==> src/rtl/uart_fifo_pkg.sv <==
package uart_fifo_pkg;

    localparam int DEF_DATA_W     = 8;
    localparam int DEF_FIFO_DEPTH = 16;

    // control byte field positions (decoded by the register stage)
    localparam int BIT_FIFO_ON = 0;
    localparam int BIT_RX_CLR  = 1;
    localparam int BIT_TX_CLR  = 2;
    localparam int BIT_DMA     = 3;
    localparam int TRIG_LSB    = 6;

    typedef enum logic [1:0] {
        TRIG_1  = 2'b00,
        TRIG_4  = 2'b01,
        TRIG_8  = 2'b10,
        TRIG_14 = 2'b11
    } trig_code_e;

    typedef struct packed {
        logic       fifo_on;
        trig_code_e trig;
        logic       dma;
    } fifo_ctrl_t;

    typedef struct packed {
        logic rx;
        logic tx;
    } flush_req_t;

    function automatic int trig_level(trig_code_e code);
        case (code)
            TRIG_1:  return 1;
            TRIG_4:  return 4;
            TRIG_8:  return 8;
            default: return 14;
        endcase
    endfunction

endpackage

==> src/rtl/byte_fifo.sv <==
module byte_fifo #(
    parameter int WIDTH = 8,
    parameter int DEPTH = 16,
    localparam int CNT_W = $clog2(DEPTH + 1),
    localparam int PTR_W = (DEPTH > 1) ? $clog2(DEPTH) : 1
) (
    input  logic             clk,
    input  logic             rst,
    input  logic             flush,
    input  logic             single,
    input  logic             push,
    input  logic [WIDTH-1:0] push_data,
    input  logic             pop,
    output logic [WIDTH-1:0] pop_data,
    output logic [CNT_W-1:0] count,
    output logic             full,
    output logic             empty,
    output logic             push_drop
);

    logic [WIDTH-1:0] mem [DEPTH];
    logic [PTR_W-1:0] wr_ptr;
    logic [PTR_W-1:0] rd_ptr;
    logic [CNT_W-1:0] cnt;
    logic [CNT_W-1:0] cap;
    logic             push_ok;
    logic             pop_ok;

    function automatic logic [PTR_W-1:0] next_ptr(logic [PTR_W-1:0] p);
        return (p == PTR_W'(DEPTH - 1)) ? '0 : p + 1'b1;
    endfunction

    assign cap       = single ? CNT_W'(1) : CNT_W'(DEPTH);
    assign full      = (cnt >= cap);
    assign empty     = (cnt == '0);
    assign push_ok   = push && !full;
    assign pop_ok    = pop && !empty;
    assign push_drop = push && full && !flush;
    assign pop_data  = mem[rd_ptr];
    assign count     = cnt;

    always_ff @(posedge clk) begin
        if (push_ok) begin
            mem[wr_ptr] <= push_data;
        end
    end

    always_ff @(posedge clk) begin
        if (rst || flush) begin
            wr_ptr <= '0;
            rd_ptr <= '0;
            cnt    <= '0;
        end else begin
            if (push_ok) begin
                wr_ptr <= next_ptr(wr_ptr);
            end
            if (pop_ok) begin
                rd_ptr <= next_ptr(rd_ptr);
            end
            case ({push_ok, pop_ok})
                2'b10:   cnt <= cnt + 1'b1;
                2'b01:   cnt <= cnt - 1'b1;
                default: cnt <= cnt;
            endcase
        end
    end

endmodule

==> src/rtl/fifo_ctrl_reg.sv <==
module fifo_ctrl_reg
    import uart_fifo_pkg::*;
(
    input  logic       clk,
    input  logic       rst,
    input  logic       we,
    input  logic [7:0] wdata,
    output fifo_ctrl_t ctrl,
    output flush_req_t flush
);

    logic wr_on;
    logic mode_flush;
    logic unused_rsvd;

    assign wr_on       = wdata[BIT_FIFO_ON];
    assign unused_rsvd = ^wdata[5:4];

    // leaving FIFO mode, or entering it from off, empties both queues
    assign mode_flush = we && (!wr_on || !ctrl.fifo_on);

    // clear bits act only in the write cycle and are never stored
    assign flush.rx = mode_flush || (we && wr_on && wdata[BIT_RX_CLR]);
    assign flush.tx = mode_flush || (we && wr_on && wdata[BIT_TX_CLR]);

    always_ff @(posedge clk) begin
        if (rst) begin
            ctrl.fifo_on <= 1'b0;
            ctrl.trig    <= TRIG_1;
            ctrl.dma     <= 1'b0;
        end else if (we) begin
            ctrl.fifo_on <= wr_on;
            if (wr_on) begin
                ctrl.trig <= trig_code_e'(wdata[TRIG_LSB +: 2]);
                ctrl.dma  <= wdata[BIT_DMA];
            end
        end
    end

endmodule

==> src/rtl/rx_trigger.sv <==
module rx_trigger
    import uart_fifo_pkg::*;
#(
    parameter int CNT_W = 5
) (
    input  logic             fifo_on,
    input  trig_code_e       trig,
    input  logic [CNT_W-1:0] count,
    input  logic             irq_en,
    output logic             irq
);

    logic [CNT_W-1:0] level;

    assign level = fifo_on ? CNT_W'(trig_level(trig)) : CNT_W'(1);
    assign irq   = irq_en && (count >= level);

endmodule

==> src/rtl/uart_fifo_ctrl.sv <==
module uart_fifo_ctrl
    import uart_fifo_pkg::*;
#(
    parameter int DATA_W     = DEF_DATA_W,
    parameter int FIFO_DEPTH = DEF_FIFO_DEPTH,
    localparam int CNT_W     = $clog2(FIFO_DEPTH + 1)
) (
    input  logic              clk,
    input  logic              rst,
    input  logic              cfg_we,
    input  logic [7:0]        cfg_wdata,
    input  logic              rx_push,
    input  logic [DATA_W-1:0] rx_push_data,
    input  logic              rx_pop,
    output logic [DATA_W-1:0] rx_pop_data,
    output logic [CNT_W-1:0]  rx_count,
    output logic              rx_full,
    output logic              rx_empty,
    output logic              rx_overrun,
    input  logic              rx_irq_en,
    output logic              rx_data_irq,
    input  logic              tx_push,
    input  logic [DATA_W-1:0] tx_push_data,
    input  logic              tx_pop,
    output logic [DATA_W-1:0] tx_pop_data,
    output logic [CNT_W-1:0]  tx_count,
    output logic              tx_full,
    output logic              tx_empty,
    output logic              dma_mode
);

    fifo_ctrl_t ctrl;
    flush_req_t flush;
    logic       fifo_on;
    logic       rx_drop;
    logic       tx_drop;
    logic       unused_tx_drop;

    assign fifo_on        = ctrl.fifo_on;
    assign dma_mode       = ctrl.dma;
    assign unused_tx_drop = tx_drop;

    fifo_ctrl_reg u_reg (
        .clk   (clk),
        .rst   (rst),
        .we    (cfg_we),
        .wdata (cfg_wdata),
        .ctrl  (ctrl),
        .flush (flush)
    );

    byte_fifo #(.WIDTH(DATA_W), .DEPTH(FIFO_DEPTH)) u_rx_fifo (
        .clk       (clk),
        .rst       (rst),
        .flush     (flush.rx),
        .single    (!fifo_on),
        .push      (rx_push),
        .push_data (rx_push_data),
        .pop       (rx_pop),
        .pop_data  (rx_pop_data),
        .count     (rx_count),
        .full      (rx_full),
        .empty     (rx_empty),
        .push_drop (rx_drop)
    );

    byte_fifo #(.WIDTH(DATA_W), .DEPTH(FIFO_DEPTH)) u_tx_fifo (
        .clk       (clk),
        .rst       (rst),
        .flush     (flush.tx),
        .single    (!fifo_on),
        .push      (tx_push),
        .push_data (tx_push_data),
        .pop       (tx_pop),
        .pop_data  (tx_pop_data),
        .count     (tx_count),
        .full      (tx_full),
        .empty     (tx_empty),
        .push_drop (tx_drop)
    );

    rx_trigger #(.CNT_W(CNT_W)) u_trig (
        .fifo_on (fifo_on),
        .trig    (ctrl.trig),
        .count   (rx_count),
        .irq_en  (rx_irq_en),
        .irq     (rx_data_irq)
    );

    always_ff @(posedge clk) begin
        if (rst || flush.rx) begin
            rx_overrun <= 1'b0;
        end else if (rx_drop) begin
            rx_overrun <= 1'b1;
        end
    end

endmodule

==> config.mk <==
export PLATFORM = sky130hd
export DESIGN_NAME = uart_fifo_ctrl
export DESIGN_NICKNAME = d
export VERILOG_FILES = /design/src/rtl/uart_fifo_pkg.sv /design/src/rtl/byte_fifo.sv /design/src/rtl/fifo_ctrl_reg.sv /design/src/rtl/rx_trigger.sv /design/src/rtl/uart_fifo_ctrl.sv
export SDC_FILE = /design/constraint.sdc
export NUM_CORES = 1
export LEC_CHECK = 0
export BUFFER_PORTS_ARGS = -buffer_cell sky130_fd_sc_hd__buf_2
export CAP_MARGIN = 20
export CORE_ASPECT_RATIO = 0.5
export CORE_MARGIN = 10
export CORE_UTILIZATION = 50
export CTS_CLUSTER_SIZE = 14
export DETAILED_ROUTE_END_ITERATION = 8
export PLACE_DENSITY = 0.69
export SKIP_LAST_GASP = 1
export SLEW_MARGIN = 20
export SYNTH_ARGS = -nofsm -noshare
export SYNTH_HDL_FRONTEND = slang
export SYNTH_SLANG_ARGS = --single-unit
==> constraint.sdc <==
create_clock -name clk -period 3.9 [get_ports clk]
set_clock_uncertainty 0.1 [all_clocks]
set_input_delay 0 -clock clk [delete_from_list [all_inputs] [get_ports clk]]
set_output_delay 0 -clock clk [all_outputs]
set_load 0.01 [all_outputs]
Word-level counts from Yosys, hierarchy flattened. Memories as Yosys holds them, arrays and structs flattened. A register that Yosys moved wholly into a read port is not among the register bits. Cells that the tools add are included.

Add/subtract/negate cells: 8. Magnitude comparators: 3. Equality and inequality tests: 10. Muxes and demuxes: 17. Reduce and logical (&&, ||, !) cells: 29.

Operators by type and width (number): 4-bit 2-to-1 mux (9); 5-bit case mux with 2 select lines (2); 4-bit by 1-bit adder with 4-bit output, second input constant (4); 4-bit == test, second input constant (4); 5-bit greater-or-equal comparator (3); 4-bit case mux with 3 select lines (1); 1-bit logical AND (11); 5-bit by 1-bit adder with 5-bit output, second input constant (2); 5-bit logical NOT (2); 5-bit by 1-bit subtractor with 5-bit output, second input constant (2); 1-bit logical NOT (7); 2-bit by 1-bit == test with 1-bit output, second input constant (3); 2-bit == test, second input constant (3); 1-bit logical OR (5); 5-bit 2-to-1 mux (1); 1-bit 2-to-1 mux (4); 2-bit nonzero test (2); 2-bit logical NOT (1); 2-bit AND reduction (1).

Register bits: 31. RAM bits: 256. Output and inout bits: 33. Memories: 2.

Memory list: u_rx_fifo.mem (depth 16, bits a word 8, rd ports 1, clocked after Yosys merged registers in 1, write ports 1, line byte_fifo.sv:21) `logic [WIDTH-1:0] mem [DEPTH];`; u_tx_fifo.mem (depth 16, bits a word 8, rd ports 1, clocked after Yosys merged registers in 1, write ports 1, line byte_fifo.sv:21).

Logic depth before layout (Yosys ltp).
Depth after elaboration: 6. Depth in mapped cells: 15.

By module. A second synthesis with hierarchy kept.

Cell total of the unflattened synthesis: 700. Area, all modules: 12164.2 um^2.

By module, submodules not included: byte_fifo at u_tx_fifo (times used 1, cells an instance 331, area an instance 5914.4 um^2); byte_fifo at u_rx_fifo (times used 1, cells an instance 330, area an instance 5913.2 um^2); fifo_ctrl_reg (times used 1, cells an instance 20, area an instance 188.9 um^2); rx_trigger (times used 1, cells an instance 15, area an instance 110.1 um^2); uart_fifo_ctrl (times used 1, cells an instance 4, area an instance 37.5 um^2).

Least setup slack after synthesis. Ideal clock, no wire load.

Path kind: flip-flop to flip-flop. Start point: reg u_rx_fifo.cnt[0], in the netlist u_rx_fifo.count[0]. End point: reg u_rx_fifo.cnt[4], in the netlist u_rx_fifo.count[4]. Setup time: 0.070 ns. Arrival: 3.001 ns. Required time: 3.730 ns. Slack: 0.729 ns. Cell stages (with the launch flop): 15. Buffers on the path: 1. Cells stage by stage: dfxtp_1 > inv_1 > ha_1 > nor3b_1 > a21o_1 > inv_1 > ha_1 > clkbuf_1 > xor2_1 > ha_1 > a21oi_1 > a32o_1 > a21oi_1 > or3_1 > a21oi_1.

Longest elaborated chain between the ends: 5. Elaborated cells on any way between the ends: 12. Those cells by class: 2 x add/sub; 1 x order compare; 2 x eq/ne; 1 x mux; 6 x reduce/logical.

RTL lines: from (decl) (line byte_fifo.sv:24) `logic [CNT_W-1:0] cnt;`; from (signal assigned) (line byte_fifo.sv:61) `2'b10: cnt <= cnt + 1'b1;`; from (signal assigned) (line byte_fifo.sv:62) `2'b01: cnt <= cnt - 1'b1;`; from (signal assigned) (line byte_fifo.sv:63) `default: cnt <= cnt;`; 5-bit greater-or-equal comparator / 5-bit logical NOT (equally long branches) (line byte_fifo.sv:34, byte_fifo.sv:35); 1-bit logical NOT, on equally long branches (line byte_fifo.sv:36, byte_fifo.sv:37); 1-bit logical AND, on equally long branches (line byte_fifo.sv:36, byte_fifo.sv:37); 2-bit by 1-bit == test with 1-bit output / 2-bit == test (equally long branches) (line byte_fifo.sv:60) `case ({push_ok, pop_ok})`; 5-bit case mux with 2 select lines / 2-bit nonzero test (equally long branches).

Several ways; a longest one is shown, not always the timed one. A chain may end at the register's enable or synchronous reset.

Worst setup path in the final report. Same ends and word-level chain as after synthesis.

==> flow_metrics.tcl <==
set metrics [dict create \
    clk_pin_slew_ps 70 \
    r2r_cells 13 \
    die_h_um 130 \
    dp_hpwl_um 14500 \
    cts_tree "yes" \
    ys.flop_type "edfxtp_1" \
    status "complete, no violations" \
    num_antenna_cells 0 \
    multiInputGateArea_um2 3350 \
    final-setup-viol-count 0 \
    rows 40 \
    ant_nets 0 \
    cp_cell_sequence "inv_1, ha_1, nor3b_1, a21o_1, inv_1, ha_1, xor2_1, ha_1, a21oi_1, a32o_1, a21oi_1, or3_1, a21oi_1" \
    die_area_um2 31100 \
    holdBufCountCts 31 \
    required_ps 4250 \
    ys_ff_latch 295 \
    vias 6059 \
    viasPerCell 5.63 \
    p_leak_nw 4.48 \
    start_util_pct 50.6 \
    final_common_cell "edfxtp_1" \
    drtIter0Drc 397 \
    postSynth.asyncResetShare_pct 0 \
    hold_depth 4 \
    grt_start_max_net_pins 33 \
    min_to "u_tx_fifo.wr_ptr[0]" \
    layout_min_cycle_time_ps 3550 \
    grt_pass1_wl_um 35500 \
    synth_area_um2 12000 \
    yosys.area.top_type "edfxtp_1" \
    cts.repair.resized 0 \
    drt_first_pass_iters 5 \
    arrival_ps 3900 \
    synth_top_cell_area_share_pct 63.8 \
    synth_cell_types 50 \
    antenna_found_initial 0 \
    seq_area_um2 8470 \
    hp-class "in2reg" \
    io_pins 65 \
    critPathTopFamily "compound AO/OA/AOI/OAI gates" \
    worst_ir_drop_vdd_mv 0.314 \
    critical-path-max-stage-delay_ps 510 \
    drive_above_1_share_pct 24.3 \
    numCtsBuffers 27 \
    syn_nets 696 \
    syn_to_final_growth_pct 14.2 \
    io_buffers 62 \
    dieWidth_um 240 \
    yosysSeqAreaShare_pct 70.3 \
    final_cell_mix "edfxtp_1, mux4_2, buf_2, dfxtp_1, nor2_1" \
    fmax_mhz 282 \
    cts_sinks 295 \
    critical_path_class "reg2reg" \
    nets 802 \
    path_max_fanout 8 \
    coreArea_um2 23800 \
    drc 0 \
    clkLatencyLatePin_ps 540 \
    start_kind "flip-flop" \
    gp_congestion 0.785 \
    synth_area_per_cell_um2 18.9 \
    synth_edf_count 256 \
    r2r_slack_ps 350 \
    synth_area_leaders "edfxtp_1, mux4_2, dfxtp_1" \
    synth_warnings 0 \
    drv_cap 0 \
    crit_buf_inv 2 \
    endpoint_kind "flip-flop" \
    worst_slew_pin_slew_ps 874 \
    routed_wl_um 23000 \
    slew_violations 0 \
    hold_viol 0 \
    crit_slowest_cell "dfxtp_1" \
    power_mw 6.33 \
    reg2reg_from "u_rx_fifo.count[0]" \
    grt_pass1_vias 6163 \
    num-fill-cells 1795 \
    clockRootBuffer "clkbuf_16" \
    grt_usage_pct 14.9 \
    rsz0062_at_grt "no" \
    powerDensity_nw_per_um2 460 \
    worstHoldStart "cfg_wdata[2]" \
    wl_per_cell_um 21.4 \
    h-tree-depth 1 \
    grt.overflow.total 0 \
    clock_path_buffers 3 \
    min_period_over_period_pct 91.0 \
    relSlewSlack_pct 41.5 \
    cts_setup_buffers 0 \
    rr_endpoint "u_rx_fifo.count[4]" \
    syn_inst 638 \
    setup-tns-final_ps 0 \
]
[routing by layer]
layer	part of all wire (%)	up-vias	track usage (%)
met4	2.0	0	3.65
li1	-	2782	-
met3	4.2	33	2.72
met2	49	108	24.9
met5	0	-	0
met1	44	3136	20.0
[metrics by stage]
| step | hold slack [ps] | utilization [%] | worst slack [ps] | std cells | area, µm² |
|---|---|---|---|---|---|
| after global placement | 128 | 53.3 | 547 | 999 | 12700 |
| after CTS | 33.2 | 57.7 | 333 | 1076 | 13800 |
| after global routing | 81.3 | 57.7 | 47.3 | 1076 | 13800 |
| after floorplan | -30.9 | - | 729 | 638 | 12000 |
| final | 18.8 | 57.7 | 351 | 1076 | 13800 |
| after detailed placement | 134 | 53.3 | 378 | 999 | 12700 |
[registers in the layout, summed over array words and instances, names as in the netlist, 5 cells and up, named ones only]
| name | cells |
|---|---|
| u_rx_fifo.count | 5 |
| u_rx_fifo.mem | 128 |
| u_tx_fifo.count | 5 |
| u_tx_fifo.mem | 128 |
[worst max path at each step]
stage,startpoint,endpoint,slack (ps),depth (start not counted)
2_1_floorplan,u_rx_fifo.count[0],u_rx_fifo.count[4],730,14
3_3_place_gp,u_rx_fifo.count[0],u_rx_fifo.count[4],550,13
3_5_place_dp,u_rx_fifo.count[0],u_rx_fifo.count[4],380,13
4_1_cts,u_rx_fifo.count[0],u_rx_fifo.count[4],330,13
5_1_grt,u_rx_fifo.count[0],u_rx_fifo.count[4],50,13
6_report,u_rx_fifo.count[0],u_rx_fifo.count[4],350,13
[power by group]
group          internal [mW]  total [mW]  switching, mW
clock                   1.26        2.35           1.08
combinational          0.222       0.479          0.258
sequential              3.47        3.50         0.0326
[final cells by class]
| cell class | count | area share, % |
|---|---|---|
| Sequential cell | 295 | 61.6 |
| Tap cell | 315 | 2.86 |
| Timing Repair Buffer | 107 | 5.28 |
| Clock buffer | 34 | 5.10 |
| Inverter | 14 | 0.418 |
| Clock inverter | 12 | 0.409 |
| Multi-Input combinational cell | 299 | 24.4 |
[worst min-delay path, delay by kind of cell]
kind                   cells  cell delay, ps
AOI/OAI and AO/OA          2             140
buffers and inverters      1              70
and+or+nand+nor            1             390
[cell usage after synthesis, types with 2 or more instances]
| library cell | n |
|---|---|
| mux2i_1 | 6 |
| edfxtp_1 | 256 |
| ha_1 | 25 |
| dfxtp_1 | 39 |
| inv_1 | 13 |
| xnor2_1 | 3 |
| or2_2 | 2 |
| nor4b_1 | 7 |
| nor3_1 | 6 |
| nor3b_1 | 2 |
| mux4_1 | 15 |
| a21oi_1 | 23 |
| nand2b_1 | 8 |
| and2_1 | 8 |
| clkbuf_1 | 10 |
| a31oi_1 | 4 |
| nand3_1 | 11 |
| nor2_1 | 33 |
| or3_1 | 5 |
| mux4_2 | 65 |
| buf_6 | 6 |
| o22ai_1 | 2 |
| buf_8 | 2 |
| xor2_1 | 8 |
| a21o_1 | 4 |
| nand2_1 | 26 |
| nor2b_1 | 4 |
| and4_1 | 4 |
| o21ai_0 | 11 |
| buf_1 | 10 |
[cells by family (layout without fill, tap and decap cells)]
logic type / Yosys count / in the layout / synth area share, %
xor+xnor: 11 / 11 / 0.800
fa+ha+maj: 26 / 26 / 2.76
mux: 86 / 86 / 15.9
compound gates: 53 / 53 / 2.68
simple gates: 123 / 123 / 5.44
flops: 295 / 295 / 70.3
buf+inv: 44 / 167 / 2.12
(Power assumes the default switching activity.)
